--- src/rtl/dwx_pkg.sv ---
package dwx_pkg;

    localparam int unsigned DWX_AW         = 32;
    localparam int unsigned DWX_NWIN       = 2;
    localparam int unsigned DWX_NARROW_W   = 27;
    localparam int unsigned DWX_DEF_SHIFT0 = 26;
    localparam int unsigned DWX_DEF_STEP   = 4;

    typedef enum logic [1:0] {
        FLD_BASE  = 2'd0,
        FLD_MASK  = 2'd1,
        FLD_TBASE = 2'd2,
        FLD_EN    = 2'd3
    } cfg_fld_e;

    typedef struct packed {
        logic [DWX_AW-1:0] base;
        logic [DWX_AW-1:0] mask;
        logic [DWX_AW-1:0] tbase;
        logic              en;
    } win_cfg_t;

    // Window i defaults to base = size = 2^(26 + 4*i), mapped onto physical 0.
    function automatic win_cfg_t dwx_default_cfg(input int unsigned idx);
        win_cfg_t    c;
        int unsigned sh;
        sh = DWX_DEF_SHIFT0 + DWX_DEF_STEP * idx;
        if (sh > DWX_AW - 2) sh = DWX_AW - 2;
        c.base  = {{(DWX_AW-1){1'b0}}, 1'b1} << sh;
        c.mask  = c.base - {{(DWX_AW-1){1'b0}}, 1'b1};
        c.tbase = '0;
        c.en    = 1'b1;
        return c;
    endfunction

endpackage

--- src/rtl/dwx_cfg_regs.sv ---
module dwx_cfg_regs
    import dwx_pkg::*;
#(
    parameter  int unsigned NWIN = DWX_NWIN,
    localparam int unsigned IW   = (NWIN > 1) ? $clog2(NWIN) : 1
) (
    input  logic              clk,
    input  logic              rst_n,
    input  logic              cfg_we,
    input  logic [IW-1:0]     cfg_win,
    input  logic [1:0]        cfg_field,
    input  logic [DWX_AW-1:0] cfg_wdata,
    output win_cfg_t          cfg_o [NWIN]
);

    win_cfg_t cfg_d [NWIN];
    win_cfg_t cfg_q [NWIN];

    always_comb begin
        cfg_d = cfg_q;
        if (cfg_we) begin
            for (int i = 0; i < NWIN; i++) begin
                if (cfg_win == IW'(i)) begin
                    case (cfg_fld_e'(cfg_field))
                        FLD_BASE:  cfg_d[i].base  = cfg_wdata;
                        FLD_MASK:  cfg_d[i].mask  = cfg_wdata;
                        FLD_TBASE: cfg_d[i].tbase = cfg_wdata;
                        FLD_EN:    cfg_d[i].en    = cfg_wdata[0];
                        default:   ;
                    endcase
                end
            end
        end
    end

    always_ff @(posedge clk or negedge rst_n) begin
        if (!rst_n) begin
            for (int i = 0; i < NWIN; i++) cfg_q[i] <= dwx_default_cfg(i);
        end else begin
            cfg_q <= cfg_d;
        end
    end

    assign cfg_o = cfg_q;

    for (genvar g = 0; g < NWIN; g++) begin : g_hold

        cfg_hold_chk: assert property (@(posedge clk) disable iff (!rst_n)
            !cfg_we |=> $stable(cfg_q[g]));
    end

endmodule

--- src/rtl/dwx_win_match.sv ---
module dwx_win_match
    import dwx_pkg::*;
(
    input  win_cfg_t          cfg,
    input  logic [DWX_AW-1:0] addr,
    input  logic              allow,
    output logic              hit,
    output logic [DWX_AW-1:0] paddr
);

    logic [DWX_AW-1:0] tag_mask;

    always_comb begin
        tag_mask = ~cfg.mask;
        hit      = allow && cfg.en && ((addr & tag_mask) == (cfg.base & tag_mask));
        paddr    = (cfg.tbase & tag_mask) | (addr & cfg.mask);
    end

endmodule

--- src/rtl/dma_window_xlate.sv ---
module dma_window_xlate
    import dwx_pkg::*;
#(
    parameter  int unsigned NWIN     = DWX_NWIN,
    parameter  int unsigned NARROW_W = DWX_NARROW_W,
    localparam int unsigned IW       = (NWIN > 1) ? $clog2(NWIN) : 1
) (
    input  logic              clk,
    input  logic              rst_n,
    input  logic              cfg_we,
    input  logic [IW-1:0]     cfg_win,
    input  logic [1:0]        cfg_field,
    input  logic [DWX_AW-1:0] cfg_wdata,
    input  logic              req_valid,
    input  logic [DWX_AW-1:0] req_addr,
    input  logic              req_narrow,
    output logic              rsp_valid,
    output logic              rsp_hit,
    output logic              rsp_miss,
    output logic [IW-1:0]     rsp_win,
    output logic [DWX_AW-1:0] rsp_paddr
);

    localparam logic [DWX_AW-1:0] NARROW_MASK = DWX_AW'((64'd1 << NARROW_W) - 64'd1);

    typedef struct packed {
        logic              valid;
        logic              hit;
        logic              miss;
        logic [IW-1:0]     win;
        logic [DWX_AW-1:0] paddr;
    } rsp_t;

    win_cfg_t          cfg [NWIN];
    logic [DWX_AW-1:0] addr_eff;
    logic [NWIN-1:0]   hit_v;
    logic [DWX_AW-1:0] pa_v [NWIN];
    rsp_t              rsp_d, rsp_q;

    dwx_cfg_regs #(.NWIN(NWIN)) u_regs (
        .clk       (clk),
        .rst_n     (rst_n),
        .cfg_we    (cfg_we),
        .cfg_win   (cfg_win),
        .cfg_field (cfg_field),
        .cfg_wdata (cfg_wdata),
        .cfg_o     (cfg)
    );

    assign addr_eff = req_narrow ? (req_addr & NARROW_MASK) : req_addr;

    for (genvar g = 0; g < NWIN; g++) begin : g_win
        localparam bit NARROW_OK = (g == 0);
        dwx_win_match u_match (
            .cfg   (cfg[g]),
            .addr  (addr_eff),
            .allow (NARROW_OK || !req_narrow),
            .hit   (hit_v[g]),
            .paddr (pa_v[g])
        );
    end

    // Static priority: scan from the top so the lowest index is written last.
    always_comb begin
        rsp_d       = '0;
        rsp_d.valid = req_valid;
        if (req_valid) begin
            for (int i = NWIN - 1; i >= 0; i--) begin
                if (hit_v[i]) begin
                    rsp_d.hit   = 1'b1;
                    rsp_d.win   = IW'(i);
                    rsp_d.paddr = pa_v[i];
                end
            end
            rsp_d.miss = !rsp_d.hit;
        end
    end

    always_ff @(posedge clk or negedge rst_n) begin
        if (!rst_n) rsp_q <= '0;
        else        rsp_q <= rsp_d;
    end

    assign rsp_valid = rsp_q.valid;
    assign rsp_hit   = rsp_q.hit;
    assign rsp_miss  = rsp_q.miss;
    assign rsp_win   = rsp_q.win;
    assign rsp_paddr = rsp_q.paddr;


    rsp_latency_chk: assert property (@(posedge clk) disable iff (!rst_n)
        req_valid |=> rsp_valid);

    rsp_idle_chk: assert property (@(posedge clk) disable iff (!rst_n)
        !req_valid |=> (!rsp_valid && !rsp_hit && !rsp_miss));

    hit_miss_excl_chk: assert property (@(posedge clk) disable iff (!rst_n)
        rsp_valid |-> (rsp_hit != rsp_miss));

    miss_zero_chk: assert property (@(posedge clk) disable iff (!rst_n)
        rsp_miss |-> (rsp_paddr == '0 && rsp_win == '0));

    narrow_w0_chk: assert property (@(posedge clk) disable iff (!rst_n)
        (req_valid && req_narrow) |=> (!rsp_hit || rsp_win == '0));

    prio_chk: assert property (@(posedge clk) disable iff (!rst_n)
        (req_valid && hit_v[0]) |=> (rsp_hit && rsp_win == '0));

    disabled_w0_chk: assert property (@(posedge clk) disable iff (!rst_n)
        (req_valid && !cfg[0].en) |=> !(rsp_hit && rsp_win == '0));

endmodule

--- config.mk ---
export PLATFORM = sky130hd
export DESIGN_NAME = dma_window_xlate
export DESIGN_NICKNAME = d
export VERILOG_FILES = /design/src/rtl/dwx_pkg.sv /design/src/rtl/dwx_cfg_regs.sv /design/src/rtl/dwx_win_match.sv /design/src/rtl/dma_window_xlate.sv
export SDC_FILE = /design/constraint.sdc
export NUM_CORES = 1
export LEC_CHECK = 0
export ABC_AREA = 1
export BUFFER_PORTS_ARGS = -buffer_cell sky130_fd_sc_hd__buf_2
export CAP_MARGIN = 20
export CORE_MARGIN = 4
export CORE_UTILIZATION = 48
export CTS_BUF_LIST = sky130_fd_sc_hd__clkbuf_8
export DETAILED_ROUTE_END_ITERATION = 7
export GPL_ROUTABILITY_DRIVEN = 0
export GPL_TIMING_DRIVEN = 0
export PLACE_DENSITY = 0.74
export REMOVE_ABC_BUFFERS = 1
export SLEW_MARGIN = 30
export SYNTH_ARGS = -nofsm -noshare
export SYNTH_HDL_FRONTEND = slang
export SYNTH_HIERARCHICAL = 1
export SYNTH_SLANG_ARGS = --single-unit
--- constraint.sdc ---
create_clock -name clk -period 2.5 [get_ports clk]
set_input_delay 0.125 -clock clk [delete_from_list [all_inputs] [get_ports clk]]
set_output_delay 0.125 -clock clk [all_outputs]
set_load 0.005 [all_outputs]
# Word-level counts from Yosys, hierarchy flattened
# Cells that the tools add are included.
# op_classes
mux	7
bitwise	13
reduce_logical	14
n_eq_ne	5
# ops
op	n
AND 32 bit	8
two-way mux 33 bit	2
equality test 32 bit	2
inverter 32 bit	2
OR 32 bit	2
two-way mux 35 bit	1
two-way mux 32 bit	1
AND reduction 3 bit	8
equality test 2 bit, second input constant	2
logical AND 1 bit	3
two-way mux 1 bit	3
equality test 2 x 1 -> 1 bit, second input constant	1
logical NOT 1 bit	2
logical NOT 2 bit	1
inverter 1 bit	1
# totals
inputBits	72
regBits	230
elab_cells	52
output_inout_bits	36

# Depth between registers and ports, before layout
# Gate-level depths: netlist of the first run.
# logic_depth
ltp_word	9
ltp_mapped	16
depth_no_buf	15

# Hierarchy
# The synthesis of the first run kept the hierarchy.
# modules_own_cells
mod	instances	seq_area_each_um2	area_each_um2	cells_each
dwx_cfg_regs	1	4929.7	7747.4	855
dwx_win_match	2	0.0	1122.3	268
dma_window_xlate	1	900.9	1522.7	166

# Worst setup path after synthesis of the first run
# Ideal clock, no wire load.
# synth_path
path_type	reg2reg
from	register u_regs.cfg_q (netlist bit u_regs/cfg_o[145])
to	register rsp_q (netlist bit rsp_paddr[10])
synth_period_minus_slack_ns	1.596
slack_ns	0.904
path_stages_with_launch	13
arrival_time_ns	1.478
setup_ns	0.118
required_time_ns	2.382
n_path_buf	1
path_cell_list	dfstp_2 > inv_2 > nand3_1 > nand2_1 > nor2_1 > nand2_1 > nor2_1 > nand3_1 > nor2_2 > inv_2 > buf_2 > nand4_1 > nand2_1
# synth_rtl
item	line	source
start, declared	dwx_cfg_regs.sv:17	win_cfg_t cfg_q [NWIN];
start signal, assigned	dwx_cfg_regs.sv:40	cfg_q <= cfg_d;
end signal, assigned	dma_window_xlate.sv:81	else rsp_q <= rsp_d;
end, declared	dma_window_xlate.sv:38	rsp_t rsp_d, rsp_q;

==> results of run 1 <==
through the flow:
step | util | hold WS [ps] | area [sq um] | power (mW) | setup slack [ps]
after global placement | 0.511 | 400 | 12000 | 6.52 | -6950
after CTS | 0.592 | 0.371 | 13900 | 9.90 | 169
after global routing | 0.592 | 36.7 | 13900 | 10.5 | 9.07
after detailed placement | 0.539 | 167 | 12700 | 6.71 | -18.6
final | 0.592 | 22.4 | 13900 | 9.84 | 146
after floorplan | - | -171 | 11100 | 6.02 | -2650
area by class of cell:
type                       instances  area [sq um]
inverter                         165           629
fill                            2153          9600
multi-input combinational       1087          4700
tap                              319           399
sequential                       230          5830
clock buffer                      44           606
antenna                            1          2.50
timing repair buffer             183          1670
clock inverter                    24           103
flip-flops by register name, indices dropped and copies added, names as in the netlist:
signal	count
rsp_paddr	32
rsp_valid	1
rsp_win	1
rsp_hit	1
u_regs/cfg_o	194
rsp_miss	1
cells in the final DEF (no fill, tap or decap):
cell type | Yosys | routed
nor2_2 | 4 | 3
clkinvlp_4 | 0 | 2
inv_4 | 1 | 2
conb_1 | 1 | 1
nand4_1 | 34 | 34
buf_16 | 0 | 20
inv_2 | 20 | 18
dfstp_2 | 60 | 60
nand2_4 | 0 | 2
nand2_2 | 3 | 7
nor2_4 | 0 | 5
buf_8 | 0 | 3
mux2_2 | 6 | 6
inv_1 | 144 | 162
nor3_1 | 2 | 2
xnor2_1 | 4 | 4
a21oi_1 | 7 | 7
nand3b_1 | 4 | 4
clkbuf_8 | 0 | 44
clkinv_2 | 0 | 4
nand3_1 | 234 | 234
dfrtp_1 | 170 | 170
buf_2 | 41 | 106
nand2_1 | 670 | 664
dlygate4sd3_1 | 0 | 54
inv_6 | 0 | 1
o21ai_1 | 12 | 12
nor2_1 | 57 | 53
diode_2 | 0 | 1
o21ai_0 | 49 | 49
kinds of logic after synthesis:
kind of cell | count (synthesis) | share of synthesized area
DFF | 230 | 0.506
xor gates and xnor gates | 4 | 0.00304
muxes | 6 | 0.00587
AOI/OAI and AO/OA | 68 | 0.0296
other | 1 | 0.000326
and+or+nand+nor | 1008 | 0.364
buffers and inverters | 240 | 0.0904
worst max path at each step:
stage	startpoint	endpoint	cells after the start
global route	u_regs/cfg_o[141]	rsp_paddr[29]	12
floorplan	cfg_we	u_regs/cfg_o[100]	5
detailed placement	req_narrow	rsp_paddr[17]	14
CTS	u_regs/cfg_o[141]	rsp_paddr[27]	12
global placement	cfg_we	u_regs/cfg_o[156]	6
finish	u_regs/cfg_o[141]	rsp_paddr[27]	12
critical path, delay by kind of cell (launching register included):
family,cells,cell delay (ps)
buffers and inverters,2,380
DFF,1,550
and+or+nand+nor,10,1330
what timing repair did:
action / 4_1_cts / 5_1_grt
hold buffers: 54 / 0
endpoints found under the setup margin: 0 / 3
endpoints found under the hold margin: 288 / 0
resized for setup: 0 / 3
power groups by stage:
stage | clock network, mW | registers (mW) | logic [mW]
final | 3.10 | 4.83 | 1.91
after detailed placement | 0 | 4.89 | 1.83
after CTS | 3.17 | 4.83 | 1.90
after global placement | 0 | 4.86 | 1.66
after global routing | 3.35 | 4.91 | 2.21
after floorplan | 0 | 4.80 | 1.22
layer usage:
metal / global-route usage / routed length (um) / up-vias
met5: 0 / 0 / -
met4: 0.0827 / 769 / 0
li1: - / - / 5176
met2: 0.396 / 15100 / 380
met3: 0.0402 / 2250 / 65
met1: 0.327 / 13700 / 4850
==> flow_summary.toml, run 1 <==
[floorplanning]
die_area_sq_um = 26500
dieWidth_um = 163
pin_count = 108
std_cell_rows = 56
chipHeight_um = 163
fp.coreArea_sq_um = 23500
initial_utilization = 0.489

[sta]
grt_setup_unrepaired = "false"
slew_headroom = 0.358
tns_ps = 0
drv_slew = 0
fmax_mhz = 425
fin_skew_ps = 30.5
final-setup-viol-count = 0
hold_viol_final = 0
tightest_slew_ps = 963
fin_crit_sh = 0.941
finalCriticalPeriod_ps = 2350

[logic_synthesis]
seq_area_frac_synth = 0.506
yosys.area.top_type_share = 0.369
yosys_warnings = 6
yosys.area.top_type = "dfrtp_1"
synthArstFlopShare = 1.00
yosys.cell_types.count = 24
yosys-top-cells-count = "nand2_1 (670), nand3_1 (234), dfrtp_1 (170)"
yosysMostFrequentCell = "nand2_1"
ys_ff_latch = 230
synthTopCellsByArea = "dfrtp_1 (37%), nand2_1 (22%), dfstp_2 (14%)"
synth_edf_count = 0
synth_area_sq_um = 11500
syn_area_per_cell_sq_um = 7.40
synth_ff_type = "dfrtp_1"
syn_inst = 1557

[global_routing]
grt_antenna_before_repair = 1
grt_max_degree = 87
grt_use_total = 0.241
grt_pass1_wl_mm = 51.6
grt_pass1_vias = 10100
grt_overflow = 0

[power]
max-vdd-ir-drop_mv = 0.312
internal-power_mw = 6.81
switching_share = 0.308
sequentialPowerShare = 0.491
netSwitchingPower_mw = 3.03
p_clk_frac = 0.315
p_leak_nw = 7.68
p_comb_frac = 0.194
power.density_nw_per_um2 = 706

[setup_path]
crit_path_end_kind = "flip-flop"
crit_path_top_delay_cell = "dfstp_2"
rr_startpoint = "u_regs/cfg_o[141]"
crit_fanout = 32
slowest_delay_ps = 550
reg2reg_to = "rsp_paddr[27]"
reg2reg_depth = 12
r2r_setup_slack_ps = 150
cp_common_cell = "nand2_1"
critPathLaunchType = "flip-flop"
required_ps = 2950
cp_cell_sequence = "inv_2 -> nand2_1 -> nor2_1 -> nor2_1 -> nand2_1 -> nor2_1 -> nand3_1 -> nor2_2 -> nand2_2 -> inv_6 -> nand2_1 -> nand2_1"
worstSetupPathType = "flip-flop to flip-flop"
crit_arrival_ps = 2800

[worst_hold_path]
hp-start = "req_addr[1]"
whs_path_depth = 5
min_to = "rsp_paddr[1]"
hold_class = "input port to flip-flop"

[clock_tree]
h-tree-depth = 2
clk_pin_slew_ps = 60
cts_tree = "built"
cts_setup_buffers = 0
cts_buffer_depth = 3
clk_latency_ps = 540
cts_sinks = 230
root_buffer = "clkbuf_8"
cts_buffers = 40

[drt]
drcViolationCount = 0
viasPerCell = 5.10
drtIter0Drc = 821
wl_per_cell_um = 15.5
drtAntennaViolNets = 0
num_vias = 10500
wl_mm = 31.8
drt_first_pass_iters = 7

[placement]
dp_cells = 1930
portBuffers = 107
dpl.hpwl_mm = 19.5

[cells_and_area]
stdcell_count = 2053
final_nets = 1779
drive_gt1_frac = 0.163
synthToLayoutAreaGrowth_pct = 21.1

[outcome]
status = "complete, no violations"

[job]
cap_viol_max_count = 0
(Power assumes the default switching activity.)
==> inputs of run 2 (changes only) <==
--- a/config.mk
+++ b/config.mk
@@ -8,7 +8,7 @@
 export ABC_AREA = 1
 export BUFFER_PORTS_ARGS = -buffer_cell sky130_fd_sc_hd__buf_2
 export CAP_MARGIN = 20
-export CORE_MARGIN = 4
+export CORE_MARGIN = 2
 export CORE_UTILIZATION = 48
 export CTS_BUF_LIST = sky130_fd_sc_hd__clkbuf_8
 export DETAILED_ROUTE_END_ITERATION = 7
==> run 2 against run 1 <==
First-iteration DRC count decreased by 6.8%. Worst setup slack improved by 20 ps. Final cell count decreased by 0.24%. Maximum frequency increased by 0.87%. Combinational power about the same. Critical path depth unchanged. Register-to-register slack improved by 20 ps. Die area decreased by 4.9%. Sequential share of layout area increased by 0.31 points. Sequential power about the same. Clock skew decreased by 14 ps. Hold slack got worse by 0.72 ps. Largest power group unchanged.
==> flow_summary.toml, run 2 (synthesis gave the netlist of run 1 again) <==
[global_routing]
grt_antenna_before_repair = 3
grt_pass1_vias = 9999
grt_pass1_wl_mm = 51.1
grt_overflow = 0
grt_max_degree = 88
grt_use_total = 0.250

[drt]
num_vias = 10300
highest_layer = "met4"
viasPerCell = 5.03
dr_wl_met3_mm = 2.27
wl_mm = 31.1
drtIter0Drc = 765
drt-met1-wl_mm = 13.4
drcViolationCount = 0
route.met2.wl_mm = 14.7
drt_first_pass_iters = 5
wl_per_cell_um = 15.2
drtAntennaViolNets = 0

[cells_and_area]
synthToLayoutAreaGrowth_pct = 20.2
fillerInstances = 2121
largest_reg_flops = 194
drive_gt1_frac = 0.160
stdcell_count = 2048
final_nets = 1771
final_common_cell = "nand2_1"
final_cell_mix = "nand2_1 (664), nand3_1 (234), dfrtp_1 (170), inv_1 (165), buf_2 (106)"

[setup_path]
rr_startpoint = "u_regs/cfg_o[141]"
slowest_delay_ps = 550
crit_fanout = 32
worstSetupPathType = "flip-flop to flip-flop"
crit_path_end_kind = "flip-flop"
critPathLaunchType = "flip-flop"
r2r_setup_slack_ps = 170
crit_path_top_delay_cell = "dfstp_2"
cp_cell_sequence = "inv_2 -> nand2_1 -> nor2_1 -> nor2_1 -> nand2_1 -> nor2_1 -> nand3_1 -> nor2_2 -> nand2_2 -> inv_4 -> nand2_1 -> nand2_1"
required_ps = 2960
crit_arrival_ps = 2790
cp_common_cell = "nand2_1"
startpoint = "u_regs/cfg_o[141]"

[sta]
hold_viol_final = 0
layout_setup_ws_ps = 166
final-setup-viol-count = 0
fmax_mhz = 429
hold_ws_ps = 21.7
finalCriticalPeriod_ps = 2330
slew_headroom = 0.346
tightest_slew_ps = 981
grt_setup_unrepaired = "false"
fin_skew_ps = 16.3
fin_crit_sh = 0.933
drv_slew = 0

[floorplanning]
die_area_sq_um = 25200
pin_count = 108
chipHeight_um = 159
fp.coreArea_sq_um = 23500
initial_utilization = 0.489
dieWidth_um = 159
std_cell_rows = 56

[clock_tree]
cts_resized = 0
root_buffer = "clkbuf_8"
ctsHoldBuffers = 50
cts_sinks = 230
clk_pin_slew_ps = 60
cts_setup_buffers = 0
clk_latency_ps = 540
cts_buffers = 39
cts_tree = "built"
h-tree-depth = 2
cts_buffer_depth = 3

[power]
p_comb_frac = 0.192
p_leak_nw = 7.65
internal-power_mw = 6.85
sequentialPowerShare = 0.491
netSwitchingPower_mw = 2.99
max-vdd-ir-drop_mv = 0.335
switching_share = 0.304
p_clk_frac = 0.317
power.density_nw_per_um2 = 711

[placement]
dp_cells = 1927
portBuffers = 107
dpl.hpwl_mm = 18.8
place_ws_ps = -32.3

[outcome]
status = "complete, no violations"

[worst_hold_path]
hold_class = "input port to flip-flop"
hp-start = "req_addr[6]"

[job]
cap_viol_max_count = 0
## run 2: changes by cell type in the layout (fill, tap and decap cells not counted), sizes merged
cell         delta
dlygate4sd3     -4
buf             -3
clkinv          -3
inv             +3
clkbuf          +2
clkinvlp        -2
diode           +2
## run 2: power groups by stage
stage | clock [mW] | combinational, mW | sequential [mW]
global placement | 0 | 1.66 | 4.86
floorplan | 0 | 1.22 | 4.80
finish | 3.12 | 1.88 | 4.83
CTS | 3.19 | 1.88 | 4.83
global route | 3.38 | 2.19 | 4.92
detailed placement | 0 | 1.81 | 4.88
## run 2: layout make-up
type	instances	area [sq um]	area share
antenna	3	7.51	0.000542
clock buffer	46	633	0.0458
clock inverter	22	83.8	0.00606
inverter	165	624	0.0451
multi-input combinational	1087	4700	0.340
sequential	230	5830	0.421
tap	319	399	0.0288
timing repair buffer	176	1560	0.112
## run 2: worst max-delay path, delay by kind of cell (launching register included)
family | cells | cell delay [ps]
buffers and inverters | 2 | 460
flip-flops | 1 | 550
AND/OR/NAND/NOR | 10 | 1220
## run 2: path summary, 6_finish.rpt
check,to,cells past startpoint
setup reg to reg,rsp_paddr[27],12
hold / removal,rsp_paddr[6],5
max in group asynchronous,u_regs/cfg_o[49],3
hold reg to reg,u_regs/cfg_o[132],2
setup / recovery,rsp_paddr[27],12
min in group asynchronous,u_regs/cfg_o[12],2
## run 2: stage by stage
| stage | power, mW | cell area [sq um] | TNS, ps | util |
|---|---|---|---|---|
| finish | 9.83 | 13800 | 0 | 0.588 |
| global route | 10.5 | 13800 | 0 | 0.588 |
| CTS | 9.89 | 13800 | 0 | 0.587 |
| detailed placement | 6.69 | 12600 | -41.5 | 0.536 |
| global placement | 6.52 | 12000 | -1714920 | 0.511 |
| floorplan | 6.02 | 11100 | -372690 | - |
## run 2: per-layer routing
metal / GRT usage / vias up
li1: - / 5153
met1: 0.332 / 4716
met2: 0.414 / 359
met3: 0.0434 / 67
met4: 0.0872 / 0
met5: 0 / -
==> inputs of run 3 (changes only) <==
--- a/config.mk
+++ b/config.mk
@@ -8,6 +8,7 @@
 export ABC_AREA = 1
 export BUFFER_PORTS_ARGS = -buffer_cell sky130_fd_sc_hd__buf_2
 export CAP_MARGIN = 20
+export CORE_ASPECT_RATIO = 1.25
 export CORE_MARGIN = 2
 export CORE_UTILIZATION = 48
 export CTS_BUF_LIST = sky130_fd_sc_hd__clkbuf_8
==> run 3 against run 2 <==
Die area about the same. Combinational power hardly changed. Largest power group unchanged. Wire length rose by 0.59%. Count of clock-buffer cells in the layout down 5. Hold slack got worse by 9.5 ps. Design area down 0.84%. Via count rose by 1.5%.
==> flow_summary.toml, run 3 (synthesis gave the netlist of run 1 again) <==
[outcome]
status = "complete, no violations"

[placement]
place_ws_ps = 62.1
dpl.hpwl_mm = 19.4
portBuffers = 107

[sta]
finalCriticalPeriod_ps = 2350
fmax_mhz = 426
layout_setup_ws_ps = 153
final-setup-viol-count = 0
fin_crit_sh = 0.939
grt_setup_unrepaired = "false"
drv_slew = 0
hold_ws_ps = 12.2
tns_ps = 0
fin_skew_ps = 19.6
tightest_slew_ps = 968
slew_headroom = 0.355
hold_viol_final = 0

[clock_tree]
root_buffer = "clkbuf_8"
h-tree-depth = 2
cts_setup_buffers = 0
cts_buffers = 36
clk_pin_slew_ps = 60
clk_latency_ps = 520
cts_tree = "built"
cts_buffer_depth = 3
cts_sinks = 230

[power]
max-vdd-ir-drop_mv = 0.328
power.density_nw_per_um2 = 701
p_leak_nw = 7.62

[drt]
drtAntennaViolNets = 0
num_vias = 10500
wl_mm = 31.3
drtIter0Drc = 846
drcViolationCount = 0
viasPerCell = 5.20
wl_per_cell_um = 15.6
drt_first_pass_iters = 5

[cells_and_area]
final_nets = 1761
utilization = 0.580
final_common_cell = "nand2_1"
final_cell_mix = "nand2_1 (664), nand3_1 (234), dfrtp_1 (170), inv_1 (166), buf_2 (106)"
largest_reg_flops = 194
drive_gt1_frac = 0.160
synthToLayoutAreaGrowth_pct = 19.2

[floorplanning]
die_area_sq_um = 25300
pin_count = 108
dieWidth_um = 143
chipHeight_um = 177
fp.coreArea_sq_um = 23600
std_cell_rows = 63
initial_utilization = 0.487

[setup_path]
crit_path_end_kind = "flip-flop"
reg2reg_to = "rsp_paddr[6]"
required_ps = 2940
crit_arrival_ps = 2790
critPathLaunchType = "flip-flop"
setup.worst_path.end = "rsp_paddr[6]"
worstSetupPathType = "flip-flop to flip-flop"
reg2reg_depth = 12
rr_startpoint = "u_regs/cfg_o[130]"
crit_fanout = 32
r2r_setup_slack_ps = 150
startpoint = "u_regs/cfg_o[130]"

[job]
cap_viol_max_count = 0

[global_routing]
grt_pass1_vias = 10200
grt_pass1_wl_mm = 50.9
grt_max_degree = 89
grt_antenna_before_repair = 0
grt_overflow = 0
grt_use_total = 0.254

[worst_hold_path]
hp-start = "req_addr[18]"
hold_class = "input port to flip-flop"
[run 3: final cells by class]
cell class              instances  area [sq um]
inverters                     165           629
flip-flops and latches        230          5830
clock inverters                23          87.6
multi-input cells            1087          4710
well taps                     292           365
clock buffers                  41           564
diodes                          1          2.50
repair buffers                169          1530
fillers                      2151          9930
[run 3: timing repair]
item                                   4_1_cts  5_1_grt
setup endpoints to repair                    0        7
hold buffers                                41        0
endpoints found under the hold margin      280        0
gates resized for setup                      0        3
[run 3: power breakdown]
| group | switching (mW) | internal [mW] |
|---|---|---|
| sequential | 0.379 | 4.45 |
| combinational | 1.15 | 0.739 |
| clock | 1.41 | 1.49 |
| total | 2.95 | 6.68 |
[run 3: critical path, cell delays in order, from the launching register on]
cell,delay [ps]
dfstp_2,560
inv_2,50
nand2_1,70
nor2_1,40
nor2_1,150
nand2_1,140
nor2_1,120
nand3_1,140
nor2_2,280
nand2_2,130
inv_6,350
nand2_1,110
nand2_1,130
[run 3: worst min-delay path by stage]
stage	end	slack [ps]	cells past startpoint
floorplan	rsp_hit	-170	0
global placement	u_regs/cfg_o[133]	400	3
detailed placement	rsp_paddr[9]	80	1
CTS	rsp_paddr[18]	1	5
global route	rsp_paddr[8]	20	5
finish	rsp_paddr[18]	10	5
[run 3: layer usage]
layer | global-route usage | vias to the layer above | part of all wire
met2 | 0.446 | 351 | 0.50
met5 | 0 | - | 0
met3 | 0.0403 | 63 | 0.066
met1 | 0.320 | 4891 | 0.41
met4 | 0.0804 | 0 | 0.024
li1 | - | 5145 | -
[run 3: through the flow]
| stage | power [mW] | instances | instance area [sq um] |
|---|---|---|---|
| floorplan | 6.02 | 1482 | 11100 |
| global placement | 6.52 | 1881 | 12000 |
| detailed placement | 6.71 | 1902 | 12700 |
| CTS | 9.69 | 2007 | 13700 |
| global route | 10.2 | 2007 | 13700 |
| finish | 9.63 | 2008 | 13700 |
